**src/rtl/rx_flag_unit.sv**
```systemverilog
module rx_flag_unit (
  input  logic       clk,
  input  logic       rst_n,
  input  logic       ev_stop,
  input  logic       ev_stop_val,
  input  logic       ev_par_err,
  input  logic       ev_char_done,
  input  logic       ev_break,
  input  logic       ev_start_low,
  input  logic       ev_false_start,
  input  logic       ev_idle,
  input  logic       line_level,
  input  logic       mode9,
  input  logic       rd_stat1,
  input  logic       rd_stat2,
  input  logic       rd_data,
  input  logic       en_frm_irq,
  input  logic       en_par_irq,
  output logic       frm_err,
  output logic       par_err,
  output logic       brk_flag,
  output logic       data_full,
  output logic       rx_busy,
  output logic [7:0] stat2,
  output logic       err_irq,
  output logic       bit9_clr
);

  localparam int NF = 4;
  localparam int FE = 0, PE = 1, BK = 2, DF = 3;

  logic [NF-1:0] flag_q, armed_q, set_v, arm_rd;
  logic          brk_rearm_q;

  assign set_v[FE] = (ev_stop & ~ev_stop_val) | ev_break;
  assign set_v[PE] = ev_par_err;
  assign set_v[BK] = ev_break & brk_rearm_q;
  assign set_v[DF] = ev_char_done | ev_break;

  assign arm_rd[FE] = rd_stat1;
  assign arm_rd[PE] = rd_stat1;
  assign arm_rd[BK] = rd_stat2;
  assign arm_rd[DF] = rd_stat1;

  for (genvar i = 0; i < NF; i++) begin : g_flag
    always_ff @(posedge clk or negedge rst_n) begin
      if (!rst_n) begin
        flag_q[i]  <= 1'b0;
        armed_q[i] <= 1'b0;
      end else if (set_v[i]) begin
        flag_q[i]  <= 1'b1;
        armed_q[i] <= 1'b0;
      end else if (rd_data && armed_q[i]) begin
        flag_q[i]  <= 1'b0;
        armed_q[i] <= 1'b0;
      end else if (arm_rd[i] && flag_q[i]) begin
        armed_q[i] <= 1'b1;
      end
    end
  end

  always_ff @(posedge clk or negedge rst_n) begin
    if (!rst_n)              brk_rearm_q <= 1'b1;
    else if (set_v[BK])      brk_rearm_q <= 1'b0;
    else if (line_level)     brk_rearm_q <= 1'b1;
  end

  always_ff @(posedge clk or negedge rst_n) begin
    if (!rst_n)            rx_busy <= 1'b0;
    else if (ev_start_low) rx_busy <= 1'b1;
    else if (ev_false_start || ev_idle) rx_busy <= 1'b0;
  end

  assign frm_err   = flag_q[FE];
  assign par_err   = flag_q[PE];
  assign brk_flag  = flag_q[BK];
  assign data_full = flag_q[DF];
  assign stat2     = {6'b0, brk_flag, rx_busy};
  assign err_irq   = (frm_err & en_frm_irq) | (par_err & en_par_irq);
  assign bit9_clr  = ev_break & mode9;

  assert_fe_on_bad_stop_R1: assert property (@(posedge clk) disable iff (!rst_n)
    (ev_stop && !ev_stop_val) |=> frm_err);

  assert_pe_on_mismatch_R2: assert property (@(posedge clk) disable iff (!rst_n)
    ev_par_err |=> par_err);

  assert_full_on_done_R3: assert property (@(posedge clk) disable iff (!rst_n)
    ev_char_done |=> data_full);

  assert_fe_falls_after_read_R4: assert property (@(posedge clk) disable iff (!rst_n)
    $fell(frm_err) |-> $past(rd_data));

  assert_brk_falls_after_read_R4: assert property (@(posedge clk) disable iff (!rst_n)
    $fell(brk_flag) |-> $past(rd_data));

  assert_break_triple_R6: assert property (@(posedge clk) disable iff (!rst_n)
    (ev_break && brk_rearm_q) |=> (brk_flag && frm_err && data_full));

  assert_brk_rises_on_break_R7: assert property (@(posedge clk) disable iff (!rst_n)
    $rose(brk_flag) |-> $past(ev_break));

  assert_brk_no_irq_R8: assert property (@(posedge clk) disable iff (!rst_n)
    (!frm_err && !par_err) |-> !err_irq);

  assert_busy_set_wins_R9: assert property (@(posedge clk) disable iff (!rst_n)
    ev_start_low |=> rx_busy);

  assert_busy_clear_R9: assert property (@(posedge clk) disable iff (!rst_n)
    ((ev_false_start || ev_idle) && !ev_start_low) |=> !rx_busy);

endmodule

```
**config.mk**
```make
export PLATFORM = sky130hd
export DESIGN_NAME = rx_flag_unit
export DESIGN_NICKNAME = d
export VERILOG_FILES = /design/src/rtl/rx_flag_unit.sv
export SDC_FILE = /design/constraint.sdc
export NUM_CORES = 1
export LEC_CHECK = 0
export BUFFER_PORTS_ARGS = -buffer_cell sky130_fd_sc_hd__buf_2
export CORE_MARGIN = 2
export CORE_UTILIZATION = 28
export CTS_BUF_LIST = sky130_fd_sc_hd__clkbuf_4
export DETAILED_ROUTE_END_ITERATION = 8
export GPL_TIMING_DRIVEN = 0
export PLACE_DENSITY = 0.54
export SYNTH_ARGS = -nofsm -noshare
export SYNTH_HDL_FRONTEND = slang
export SYNTH_SLANG_ARGS = --single-unit
```
**constraint.sdc**
```tcl
create_clock -name clk -period 2 [get_ports clk]
set_input_delay 0.3 -clock clk [delete_from_list [all_inputs] [get_ports clk]]
set_output_delay 0.3 -clock clk [all_outputs]
set_load 0.005 [all_outputs]
```
==> results.py, run 1 <==
metrics = {
    "layout": {
        "drive_gt1_share_pct": 45.7,
        "diodes": 0,
        "synthToLayoutAreaGrowth_pct": 40.9,
        "final_area_sq_um": 694,
        "fillCellCount": 177,
        "nets": 99,
        "instances_no_fill": 98,
    },
    "place": {
        "dp_cells": 93,
        "placement.io_buffers": 25,
        "dpl_cell_area_sq_um": 658,
        "hpwl_um": 773,
        "gp_congestion": 0.646,
    },
    "grt": {
        "grt_pass1_wl_mm": 1.55,
        "antenna_found_initial": 0,
        "grtUsageTotal_pct": 11.1,
        "grt_pass1_vias": 378,
        "grt_remaining_overflow": 0,
        "grt_max_degree": 11,
    },
    "clock_network": {
        "clk_pin_slew_ps": 70,
        "cts_inserted_buffers": 3,
        "cts_sinks": 10,
        "cts_setup_buffers": 0,
        "clockBufferDepth": 2,
        "root_buffer": "clkbuf_4",
        "clkLatencyLatePin_ps": 260,
        "cts_tree": "yes",
        "htree_num_levels": 1,
    },
    "die": {
        "coreArea_sq_mm": 0.00169,
        "die_x_um": 46.0,
        "num_rows": 15,
        "die_y_um": 46.0,
        "dieArea_sq_mm": 0.00211,
        "io_pins": 32,
        "start_util_pct": 29.2,
    },
    "detailed_routing": {
        "drtPass1Iterations": 2,
        "drc": 0,
        "routed_wl_um": 962,
        "ant_nets": 0,
        "detailroute.via_count": 436,
        "drt_iter0_drc": 4,
        "avgRoutedWirePerCell_um": 9.82,
        "viasPerCell": 4.45,
    },
    "power_and_ir_drop": {
        "ir_drop_mv": 0.407,
        "p_leak_uw": 0.000356,
        "powerDensity_mw_per_mm2": 691,
    },
    "synthesis": {
        "postSynthCellCount": 46,
        "ys_seq_elements": 10,
        "synth-async-reset-ratio_pct": 100,
        "synth.area.top_cells": "dfrtp_1 (46%), buf_4 (12%), nand3b_1 (6.1%)",
        "synth_most_common_cell": "dfrtp_1",
        "yosys.cell_types.count": 19,
        "synth_top_area_share_pct": 45.7,
        "syn-cell-area_sq_um": 493,
        "synth_ff_type": "dfrtp_1",
        "yosysWarnings": 0,
        "synth-edff-count": 0,
        "synth_seq_area_share_pct": 51.0,
        "synth.avg_cell_area_sq_um": 10.7,
        "yosysTopAreaCell": "dfrtp_1",
        "synth_top_cells_by_count": "dfrtp_1 (9), buf_4 (8), nand2_1 (4), nand2b_1 (4), nand3b_1 (4)",
    },
    "worst_setup_path": {
        "critPathLaunchType": "register",
        "cp_top_family": "flip-flops",
        "setup.worst_path.end_class": "output pin",
        "critPathArrivalTime_ps": 1000,
        "crit_slowest_cell": "dfrtp_1",
        "critPathMaxStageDelay_ps": 410,
        "path_max_fanout": 4,
        "cp_cell_sequence": "a22o_1, buf_2",
        "crit_buf_inv": 1,
        "critPathKind": "register to output pin",
        "worstPathRequired_ps": 1700,
    },
    "sta": {
        "max_freq_ghz": 0.767,
        "fin_setup_tns_ps": 0,
        "setup_violations": 0,
        "fin_crit_sh_pct": 65.2,
        "finalHoldViolCount": 0,
        "skew_ps": 3.39,
        "drv_slew": 0,
        "fin_crit_ps": 1300,
        "grt_setup_unrepaired": "no",
    },
    "outcome": {
        "status": "finished clean",
    },
    "hold_path": {
        "hp-class": "primary input to register",
    },
    "job": {
        "maxCapViolations": 0,
    },
}
registers in the layout, indices dropped and copies added (netlist names):
register     count
brk_flag         1
frm_err          1
brk_rearm_q      1
armed_q          4
par_err          1
rx_busy          1
data_full        1
final timing paths:
path / start / endpoint / slack (ps) / depth (start not counted)
max: frm_err$_DFFE_PN0P_ / err_irq / 700 / 2
min: ev_char_done / armed_q[3]$_DFFE_PN0P_ / 190 / 2
max reg2reg: armed_q[0]$_DFFE_PN0P_ / armed_q[0]$_DFFE_PN0P_ / 1090 / 2
min reg2reg: brk_rearm_q$_DFFE_PN1P_ / brk_rearm_q$_DFFE_PN1P_ / 490 / 1
max in group asynchronous: rst_n / brk_rearm_q$_DFFE_PN1P_ / 1330 / 2
min in group asynchronous: rst_n / armed_q[3]$_DFFE_PN0P_ / 420 / 2
cells in the final DEF, fill, tap and decap left out, drive strengths merged, types with 2 or more instances in the layout:
master / count
buf: 33
dfrtp: 9
conb: 6
nand2: 4
nand2b: 4
nand3b: 4
clkbuf: 3
a22o: 2
inv: 2
a21o: 2
per-layer routing:
metal  GRT usage, %  part of all wire, %  routed length, um
met2           17.5                   42                407
met1           11.0                   44                425
met5              0                    0                  0
met3           7.54                   13                121
met4           5.14                 0.83                  8
logic make-up after synthesis:
kind of cell / synth area share [%]
AOI/OAI and AO/OA: 16.2
buffers and inverters: 13.7
DFF: 51.0
muxes: 2.03
other: 0.761
and+or+nand+nor: 16.2
through the flow:
| stage | total power (uW) | hold slack [ps] | util [%] | setup slack [ps] |
|---|---|---|---|---|
| after floorplan | 294 | 4.41 | - | 1090 |
| after global placement | 340 | 176 | 39.0 | 977 |
| after detailed placement | 342 | 172 | 39.0 | 975 |
| after CTS | 489 | 188 | 41.1 | 687 |
| after global routing | 518 | 184 | 41.1 | 642 |
| final | 480 | 193 | 41.1 | 696 |
worst reg2reg max path, cell delays in order, from the launching register on:
cell and delay, ps:
dfrtp_1 390, nand3b_1 160, a221oi_1 270
layout make-up:
class	instances	area, sq um	share of cell area (%)
plain buffers	8	60.1	8.65
clock buffers	3	22.5	3.24
clock inverters	1	3.75	0.541
inverters	2	7.51	1.08
multi-input cells	31	193	27.7
flip-flops and latches	10	251	36.2
well taps	17	21.3	3.06
repair buffers	26	135	19.5
power by group:
group / switching (uW) / total (uW) / leakage [uW] / internal (uW)
sequential: 16.0 / 240 / 0.000112 / 224
clock: 69.6 / 142 / 0.0000154 / 72.1
combinational: 37.6 / 98.5 / 0.000228 / 60.9
total: 123 / 480 / 0.000356 / 357
timing repair:
action	in CTS	in global routing
hold buffers	1	0
resized for setup	0	0
hold endpoints to repair	9	0
Note: power is estimated with default switching activity, not from simulation.
==> inputs of run 2 (changes only) <==
--- a/config.mk
+++ b/config.mk
@@ -11,7 +11,7 @@
 export CTS_BUF_LIST = sky130_fd_sc_hd__clkbuf_4
 export DETAILED_ROUTE_END_ITERATION = 8
 export GPL_TIMING_DRIVEN = 0
-export PLACE_DENSITY = 0.54
+export PLACE_DENSITY = 0.56
 export SYNTH_ARGS = -nofsm -noshare
 export SYNTH_HDL_FRONTEND = slang
 export SYNTH_SLANG_ARGS = --single-unit
==> constraint.sdc (replaced) <==
create_clock -name clk -period 1.1 [get_ports clk]
set_input_delay 0.165 -clock clk [delete_from_list [all_inputs] [get_ports clk]]
set_output_delay 0.165 -clock clk [all_outputs]
set_load 0.005 [all_outputs]
==> results.py, run 2 (synthesized netlist as in run 1, its figures left out) <==
metrics = {
    "outcome": {
        "status": "complete, but fails checks",
        "violations": "negative setup slack",
    },
    "power_and_ir_drop": {
        "p_leak_uw": 0.000370,
        "ir_drop_mv": 0.455,
        "powerDensity_mw_per_mm2": 1250,
    },
    "sta": {
        "fin_crit_sh_pct": 104,
        "drv_slew": 0,
        "setup_violations": 1,
        "max_freq_ghz": 0.875,
        "finalHoldViolCount": 0,
        "skew_ps": 0.228,
        "fin_crit_ps": 1140,
        "final.setup.worst_slack_ps": -42.3,
        "grt_setup_unrepaired": "yes",
        "whs_ps": 59.9,
    },
    "clock_network": {
        "cts_sinks": 10,
        "htree_num_levels": 1,
        "clockBufferDepth": 2,
        "cts_tree": "yes",
        "clk_pin_slew_ps": 70,
        "root_buffer": "clkbuf_4",
        "clkLatencyLatePin_ps": 260,
        "cts_inserted_buffers": 3,
    },
    "detailed_routing": {
        "viasPerCell": 4.28,
        "routed_wl_mm": 1.04,
        "drc": 0,
        "ant_nets": 0,
        "drtPass1Iterations": 4,
        "detailroute.via_count": 432,
        "drt_iter0_drc": 6,
        "avgRoutedWirePerCell_um": 10.3,
    },
    "job": {
        "maxCapViolations": 0,
    },
    "hold_path": {
        "hp-class": "primary input to register",
    },
    "worst_setup_path": {
        "critPathArrivalTime_ps": 980,
        "critPathKind": "register to output pin",
        "worstPathRequired_ps": 940,
        "path_max_fanout": 2,
        "critPathLaunchType": "register",
        "setup.worst_path.end_class": "output pin",
    },
    "grt": {
        "grt_max_degree": 11,
        "grt_remaining_overflow": 0,
        "grtUsageTotal_pct": 11.4,
        "grt_pass1_wl_mm": 1.59,
        "grt_pass1_vias": 362,
        "antenna_found_initial": 0,
    },
    "layout": {
        "largest-register": "armed_q",
        "layout.cells.most_common": "buf_2",
        "nets": 102,
        "post-route-util_pct": 42.7,
        "largest_reg_flops": 4,
        "final_cell_mix": "buf_2 (25), buf_4 (10), dfrtp_1 (9)",
        "synthToLayoutAreaGrowth_pct": 46.2,
        "diodes": 0,
        "drive_gt1_share_pct": 47.6,
    },
    "place": {
        "pre_cts_slack_ps": 184,
        "gp_congestion": 0.724,
        "placement.io_buffers": 25,
    },
    "die": {
        "dieArea_sq_mm": 0.00211,
        "die_x_um": 46.0,
        "num_rows": 15,
        "io_pins": 32,
        "start_util_pct": 29.2,
        "die_y_um": 46.0,
        "coreArea_sq_mm": 0.00169,
    },
}
-- run 2: cell types whose count changed in the layout (fill, tap and decap cells not counted) --
| cell | before | now |
|---|---|---|
| buf_4 | 8 | 10 |
| buf_6 | 0 | 1 |
-- run 2: what timing repair did --
item,CTS,global route
hold buffers,1,0
setup buffers,2,1
setup endpoints to repair,1,4
cloned,0,0
resized for setup,0,1
endpoints found under the hold margin,10,0
-- run 2: final timing paths --
check / start / endpoint / slack, ps / depth (start not counted)
setup / recovery: frm_err$_DFFE_PN0P_ / err_irq / -40 / 2
hold / removal: ev_par_err / armed_q[1]$_DFFE_PN0P_ / 60 / 2
setup reg to reg: frm_err$_DFFE_PN0P_ / frm_err$_DFFE_PN0P_ / 140 / 2
hold reg to reg: brk_rearm_q$_DFFE_PN1P_ / brk_rearm_q$_DFFE_PN1P_ / 490 / 1
max in group asynchronous: rst_n / brk_rearm_q$_DFFE_PN1P_ / 540 / 2
min in group asynchronous: rst_n / armed_q[1]$_DFFE_PN0P_ / 300 / 2
-- run 2: worst max-delay path: stages, from the launching register on --
cell and delay (ps):
dfrtp_1 390, a22o_1 200, buf_2 120
-- run 2: layout make-up --
cell class                 count  area (sq um)
buffer                         8          60.1
clock inverter                 1          3.75
multi-input combinational     31           193
fill                         177           968
sequential                    10           251
timing repair buffer          29           161
inverter                       2          7.51
clock buffer                   3          22.5
tap                           17          21.3
-- run 2: per-layer routing --
layer / vias to the layer above / share of wire [%] / track usage (%)
li1: 222 / - / -
met2: 20 / 46 / 15.3
met1: 188 / 45 / 14.4
met4: 0 / 1.9 / 10.3
met3: 2 / 7.0 / 3.57
met5: - / 0 / 0
-- run 2: per-stage QoR --
stage,TNS (ps),power (uW),instance area [sq um],std cells
final,-42.3,899,721,101
after global routing,-129,959,721,101
after CTS,-48.9,898,709,100
after detailed placement,0,621,658,93
after global placement,0,616,658,93
after floorplan,0,535,512,51
-- run 2: where the power goes --
part | internal [uW] | switching [uW]
combinational | 128 | 78.9
sequential | 406 | 25.4
clock | 131 | 129
